<file path="src/rtl/lpc_rd_pkg.sv">
package lpc_rd_pkg;

   localparam int NIB_W = 4;
   localparam int BYTE_W = 8;

   localparam logic [NIB_W-1:0] NIB_START = 4'h0;
   localparam logic [NIB_W-1:0] NIB_HIGH  = 4'hF;
   localparam logic [NIB_W-1:0] NIB_READY = 4'h0;
   // upper three bits of a memory-read cycle type; bit 0 is don't-care
   localparam logic [2:0]       CT_MEM_RD = 3'b010;

   typedef enum logic [3:0] {
      ST_IDLE,
      ST_START,
      ST_ADDR,
      ST_TAR0,
      ST_TAR1,
      ST_SYNC,
      ST_DLO,
      ST_DHI,
      ST_ETAR0,
      ST_ETAR1
   } lpc_st_e;

endpackage

</file>
<file path="src/rtl/lpc_rd_fsm.sv">
module lpc_rd_fsm
   import lpc_rd_pkg::*;
#(
   parameter int NIBBLES = 8
) (
   input  logic             clk,
   input  logic             rst_n,
   input  logic             frame_n,
   input  logic [NIB_W-1:0] lad_in,
   output lpc_st_e          state,
   output logic             shift_en,
   output logic             req
);

   localparam int CNT_W = $clog2(NIBBLES);
   localparam logic [CNT_W-1:0] CNT_LAST = CNT_W'(NIBBLES - 1);

   lpc_st_e          nxt;
   logic [CNT_W-1:0] cnt;

   always_comb begin
      nxt = ST_IDLE;
      if (!frame_n) begin
         nxt = (lad_in == NIB_START) ? ST_START : ST_IDLE;
      end else begin
         case (state)
            ST_IDLE:  nxt = ST_IDLE;
            ST_START: nxt = (lad_in[3:1] == CT_MEM_RD) ? ST_ADDR : ST_IDLE;
            ST_ADDR:  nxt = (cnt == CNT_LAST) ? ST_TAR0 : ST_ADDR;
            ST_TAR0:  nxt = ST_TAR1;
            ST_TAR1:  nxt = ST_SYNC;
            ST_SYNC:  nxt = ST_DLO;
            ST_DLO:   nxt = ST_DHI;
            ST_DHI:   nxt = ST_ETAR0;
            ST_ETAR0: nxt = ST_ETAR1;
            ST_ETAR1: nxt = ST_IDLE;
            default:  nxt = ST_IDLE;
         endcase
      end
   end

   always_ff @(posedge clk or negedge rst_n) begin
      if (!rst_n) begin
         state <= ST_IDLE;
         cnt   <= '0;
      end else begin
         state <= nxt;
         if (state == ST_ADDR && frame_n) cnt <= cnt + 1'b1;
         else                             cnt <= '0;
      end
   end

   assign shift_en = (state == ST_ADDR) && frame_n;
   assign req      = (state == ST_TAR0);

endmodule

</file>
<file path="src/rtl/lpc_rd_addr_shift.sv">
module lpc_rd_addr_shift
   import lpc_rd_pkg::*;
#(
   parameter int ADDR_W = 32
) (
   input  logic              clk,
   input  logic              rst_n,
   input  logic              shift_en,
   input  logic [NIB_W-1:0]  nib_in,
   output logic [ADDR_W-1:0] addr
);

   always_ff @(posedge clk or negedge rst_n) begin
      if (!rst_n)        addr <= '0;
      else if (shift_en) addr <= {addr[ADDR_W-NIB_W-1:0], nib_in};
   end

endmodule

</file>
<file path="src/rtl/lpc_rd_data_cap.sv">
module lpc_rd_data_cap
   import lpc_rd_pkg::*;
#(
   parameter int MEM_LAT = 1
) (
   input  logic              clk,
   input  logic              rst_n,
   input  logic              req,
   input  logic [BYTE_W-1:0] rdata,
   output logic [BYTE_W-1:0] data_q
);

   logic take;

   generate
      if (MEM_LAT == 1) begin : g_direct
         logic req_d;
         always_ff @(posedge clk or negedge rst_n) begin
            if (!rst_n) req_d <= 1'b0;
            else        req_d <= req;
         end
         assign take = req_d;
      end else begin : g_pipe
         logic [MEM_LAT-1:0] req_p;
         always_ff @(posedge clk or negedge rst_n) begin
            if (!rst_n) req_p <= '0;
            else        req_p <= {req_p[MEM_LAT-2:0], req};
         end
         assign take = req_p[MEM_LAT-1];
      end
   endgenerate

   always_ff @(posedge clk or negedge rst_n) begin
      if (!rst_n)    data_q <= '0;
      else if (take) data_q <= rdata;
   end

endmodule

</file>
<file path="src/rtl/lpc_rd_lad_mux.sv">
module lpc_rd_lad_mux
   import lpc_rd_pkg::*;
(
   input  lpc_st_e           state,
   input  logic [BYTE_W-1:0] data_q,
   output logic [NIB_W-1:0]  lad_out,
   output logic              lad_oe
);

   always_comb begin
      lad_out = NIB_HIGH;
      lad_oe  = 1'b0;
      case (state)
         ST_TAR1:  begin lad_oe = 1'b1; lad_out = NIB_HIGH;    end
         ST_SYNC:  begin lad_oe = 1'b1; lad_out = NIB_READY;   end
         ST_DLO:   begin lad_oe = 1'b1; lad_out = data_q[3:0]; end
         ST_DHI:   begin lad_oe = 1'b1; lad_out = data_q[7:4]; end
         ST_ETAR0: begin lad_oe = 1'b1; lad_out = NIB_HIGH;    end
         default:  begin lad_oe = 1'b0; lad_out = NIB_HIGH;    end
      endcase
   end

endmodule

</file>
<file path="src/rtl/lpc_rd_target.sv">
module lpc_rd_target
   import lpc_rd_pkg::*;
#(
   parameter int ADDR_W  = 32,
   parameter int MEM_LAT = 1
) (
   input  logic              clk,
   input  logic              rst_n,
   input  logic              frame_n,
   input  logic [3:0]        lad_in,
   output logic [3:0]        lad_out,
   output logic              lad_oe,
   output logic [ADDR_W-1:0] mem_addr,
   output logic              mem_req,
   input  logic [7:0]        mem_rdata
);

   localparam int NIBBLES = ADDR_W / NIB_W;

   generate
      if (ADDR_W % NIB_W != 0 || NIBBLES < 2 || (NIBBLES & (NIBBLES - 1)) != 0) begin : g_bad_addr
         $error("lpc_rd_target: ADDR_W must be a power-of-two count of nibbles, at least two");
      end
      if (MEM_LAT < 1 || MEM_LAT > 2) begin : g_bad_lat
         $error("lpc_rd_target: MEM_LAT must be 1 or 2 so the byte is ready before the data clocks");
      end
   endgenerate

   lpc_st_e           state;
   logic              shift_en;
   logic [BYTE_W-1:0] data_q;

   lpc_rd_fsm #(.NIBBLES(NIBBLES)) u_fsm (
      .clk      (clk),
      .rst_n    (rst_n),
      .frame_n  (frame_n),
      .lad_in   (lad_in),
      .state    (state),
      .shift_en (shift_en),
      .req      (mem_req)
   );

   lpc_rd_addr_shift #(.ADDR_W(ADDR_W)) u_addr (
      .clk      (clk),
      .rst_n    (rst_n),
      .shift_en (shift_en),
      .nib_in   (lad_in),
      .addr     (mem_addr)
   );

   lpc_rd_data_cap #(.MEM_LAT(MEM_LAT)) u_cap (
      .clk    (clk),
      .rst_n  (rst_n),
      .req    (mem_req),
      .rdata  (mem_rdata),
      .data_q (data_q)
   );

   lpc_rd_lad_mux u_mux (
      .state   (state),
      .data_q  (data_q),
      .lad_out (lad_out),
      .lad_oe  (lad_oe)
   );

endmodule

</file>
<file path="config.mk">
export PLATFORM = sky130hd
export DESIGN_NAME = lpc_rd_target
export DESIGN_NICKNAME = d
export VERILOG_FILES = /design/src/rtl/lpc_rd_pkg.sv /design/src/rtl/lpc_rd_fsm.sv /design/src/rtl/lpc_rd_addr_shift.sv /design/src/rtl/lpc_rd_data_cap.sv /design/src/rtl/lpc_rd_lad_mux.sv /design/src/rtl/lpc_rd_target.sv
export SDC_FILE = /design/constraint.sdc
export NUM_CORES = 1
export LEC_CHECK = 0
export ABC_AREA = 1
export CAP_MARGIN = 5
export CORE_MARGIN = 2
export CORE_UTILIZATION = 45
export CTS_BUF_LIST = sky130_fd_sc_hd__clkbuf_2 sky130_fd_sc_hd__clkbuf_4 sky130_fd_sc_hd__clkbuf_8
export DETAILED_ROUTE_END_ITERATION = 6
export PLACE_DENSITY = 0.87
export SKIP_CTS_REPAIR_TIMING = 1
export SLEW_MARGIN = 0
export SYNTH_ARGS = -nofsm -noshare
export SYNTH_HDL_FRONTEND = slang
export SYNTH_SLANG_ARGS = --single-unit
</file>
<file path="constraint.sdc">
create_clock -name clk -period 1.3 [get_ports clk]
set_clock_uncertainty 0.15 [all_clocks]
set_input_delay 0.39 -clock clk [delete_from_list [all_inputs] [get_ports clk]]
set_output_delay 0.39 -clock clk [all_outputs]
set_load 0.02 [all_outputs]
</file>
==> flow_summary.yaml <==
outcome:
  status: "finished, violations left"
  failed_checks: "negative setup slack"
worst_setup_path:
  r2r-start: "u_fsm.state[2]"
  r2r-end: "u_addr.addr[27]"
  cp-start-kind: "register"
  reg2regPathDepth: 8
  crit_path_end_kind: "primary output"
  cp_max_fo: 4
  reg2reg_slack_ps: -290
  critPathArrivalTime_ps: 1390
  required_ps: 760
  crit_type: "reg -> out"
logic_synthesis:
  syn_area_um2: 2027
  async_flop_share_pct: 100.0
  synth_ff_type: "dfrtp_1"
  yosys_warnings: 0
  yosysSeqAreaShare_pct: 59.26
  synth-edff-count: 0
  ys_types: 21
  syn_nets: 241
  syn_inst: 224
  syn_avg_cell_area_um2: 9.049
  yosys_register_bits: 48
die:
  rows: 24
  core_um2: 4354
  die_h_um: 71.12
  num_io_pins: 53
  dieWidth_um: 71.12
  initial_core_util_pct: 46.55
  dieArea_um2: 5057
hold_path:
  hold_path_end: "u_fsm.cnt[0]"
  min_path_cells: 1
  worstHoldStart: "u_fsm.cnt[0]"
  hold_class: "reg -> reg"
placement:
  post-place-cells: 365
  portBuffers: 52
  hpwlAfterDp_mm: 3.310
  gp_congestion: 0.9251
pwr:
  swShare_pct: 21.85
  p_leak_uw: 0.001809
  seq_power_share_pct: 54.7
  power_switching_uw: 610.8
  peakVddDrop_mv: 0.6485
  p_int_uw: 2185
  clockPowerShare_pct: 37.0
  total_power_uw: 2796
  power.density_nw_per_um2: 856.2
  combinationalPowerShare_pct: 8.3
sta:
  setup_viol: 74
  final-max-slew-violation-count: 0
  worst_slew_pin_slew_ps: 268.9
  rsz0062_at_grt: "yes"
  timing.final.crit_share_pct: 148.5
  finalHoldViolCount: 0
  min_period_ps: 1931
  relSlewSlack_pct: 82.04
  max_freq_mhz: 517.8
  setup_slack_ps: -631.1
routing:
  firstDrtPassIters: 4
  finalWirelength_mm: 5.136
  detail_route.wl_per_cell_um: 13.24
  vias_per_cell: 4.964
  drc_errors: 0
  drt.antenna.violating_nets: 0
  first_iter_violations: 103
  via_count: 1926
clock_tree:
  clkTransAtPathRegs_ps: 90
  cts_buffer_depth: 2
  root_buffer: "clkbuf_8"
  cts_tree: "done"
  h-tree-depth: 2
  clock_latency_ps: 300
  cts.sink_count: 48
  cts_buffers: 5
global_route:
  grt_pass1_vias: 1824
  grt_use_total_pct: 19.91
  grt-ovfl-total: 0
  grt_pass1_wl_mm: 7.907
  antenna_found_initial: 0
  grt_max_degree: 49
layout:
  antenna_cells: 0
  stdcell_count: 388
  drive_gt1_share_pct: 39.88
  nets: 354
  area_growth_pct: 61.11
  post-route-util_pct: 75.00
run:
  cap_violations: 0
==> routing by layer <==
layer / vias up / track usage, % / part of all wire, %
li1: 936 / - / -
met1: 924 / 24.44 / 42
met2: 57 / 34.37 / 52
met3: 9 / 4.986 / 4.7
met4: 0 / 6.709 / 1.7
met5: - / 0 / 0
==> worst max path at each step <==
stage                            end      startpoint  cells after the start
after floorplan           lad_out[0]  u_fsm.state[0]                      3
after global placement    lad_out[2]  u_fsm.state[3]                      6
after detailed placement  lad_out[0]  u_fsm.state[3]                      6
after CTS                 lad_out[0]  u_fsm.state[3]                      6
after global routing      lad_out[3]  u_fsm.state[1]                      4
final                     lad_out[3]  u_fsm.state[1]                      4
==> kinds of logic after synthesis <==
group	synth area share (%)
adder cells (fa/ha/maj)	1.234
multiplexers	1.667
flip-flops	59.26
AND/OR/NAND/NOR	27.10
AO/OA/AOI/OAI	3.765
buffers and inverters	6.974
==> through the flow <==
step	hold slack (ps)	setup TNS [ps]	worst slack (ps)	cell area (um2)
after floorplan	-55.59	-799.1	-214.1	2041
after global placement	243.3	-21790	-679.4	2955
after detailed placement	249.8	-22760	-752.1	2955
after CTS	-76.32	-28860	-1092	3054
after global routing	339.4	-19900	-660.8	3266
final	308.8	-15640	-631.1	3266
==> layout by cell type (no fill, tap or decap), drive strengths merged <==
master / n
a21oi: 2
buf: 102
bufinv: 1
clkbuf: 6
clkdlybuf4s50: 12
clkinv: 1
dfrtp: 48
dlygate4sd3: 1
dlymetal6s2s: 1
ha: 2
inv: 16
mux2: 3
nand2: 83
nand3: 33
nand4: 2
nor2: 12
o211ai: 3
o21ai: 7
o221ai: 1
==> critical path, cell delays in order, from the launching register on <==
cell	delay, ps
dfrtp_1	450
nand2_2	110
buf_6	140
o221ai_2	200
buf_4	180
==> area by class of cell <==
class	instances	area, um2
Timing Repair Buffer	117	1096
Sequential cell	48	1204
Clock buffer	5	68.82
Tap cell	52	65.06
Multi-Input combinational cell	148	737.0
Fill cell	308	1089
Inverter	17	65.06
Clock inverter	1	30.03
==> synth_stat cells (2+ instances only) <==
library cell	count	area share, %
nand2_1	82	15
dfrtp_1	48	59
nand3_1	33	8.1
inv_1	15	2.8
nor2_1	9	1.7
o21ai_0	5	1.2
clkbuf_1	4	0.74
buf_4	3	1.1
buf_6	3	1.7
mux2_2	3	1.7
nor2_2	3	0.93
o211ai_1	3	1.1
a21oi_1	2	0.49
ha_1	2	1.2
nand4_1	2	0.62
o21ai_1	2	0.49
==> power by group through the flow <==
| stage | registers [uW] | logic [uW] | clock network, uW |
|---|---|---|---|
| 6_report | 1530 | 232 | 1030 |
| 5_1_grt | 1530 | 252 | 1100 |
| 4_1_cts | 1530 | 223 | 1040 |
| 2_1_floorplan | 1580 | 41.8 | 0 |
| 3_3_place_gp | 1560 | 217 | 0 |
| 3_5_place_dp | 1560 | 221 | 0 |
==> sequential cells by signal (all words and copies together), names as in the netlist <==
signal	count
u_fsm.cnt	3
u_cap.data_q	8
u_fsm.state	4
u_cap.g_direct.req_d	1
u_addr.addr	32
(Power assumes the default switching activity.)
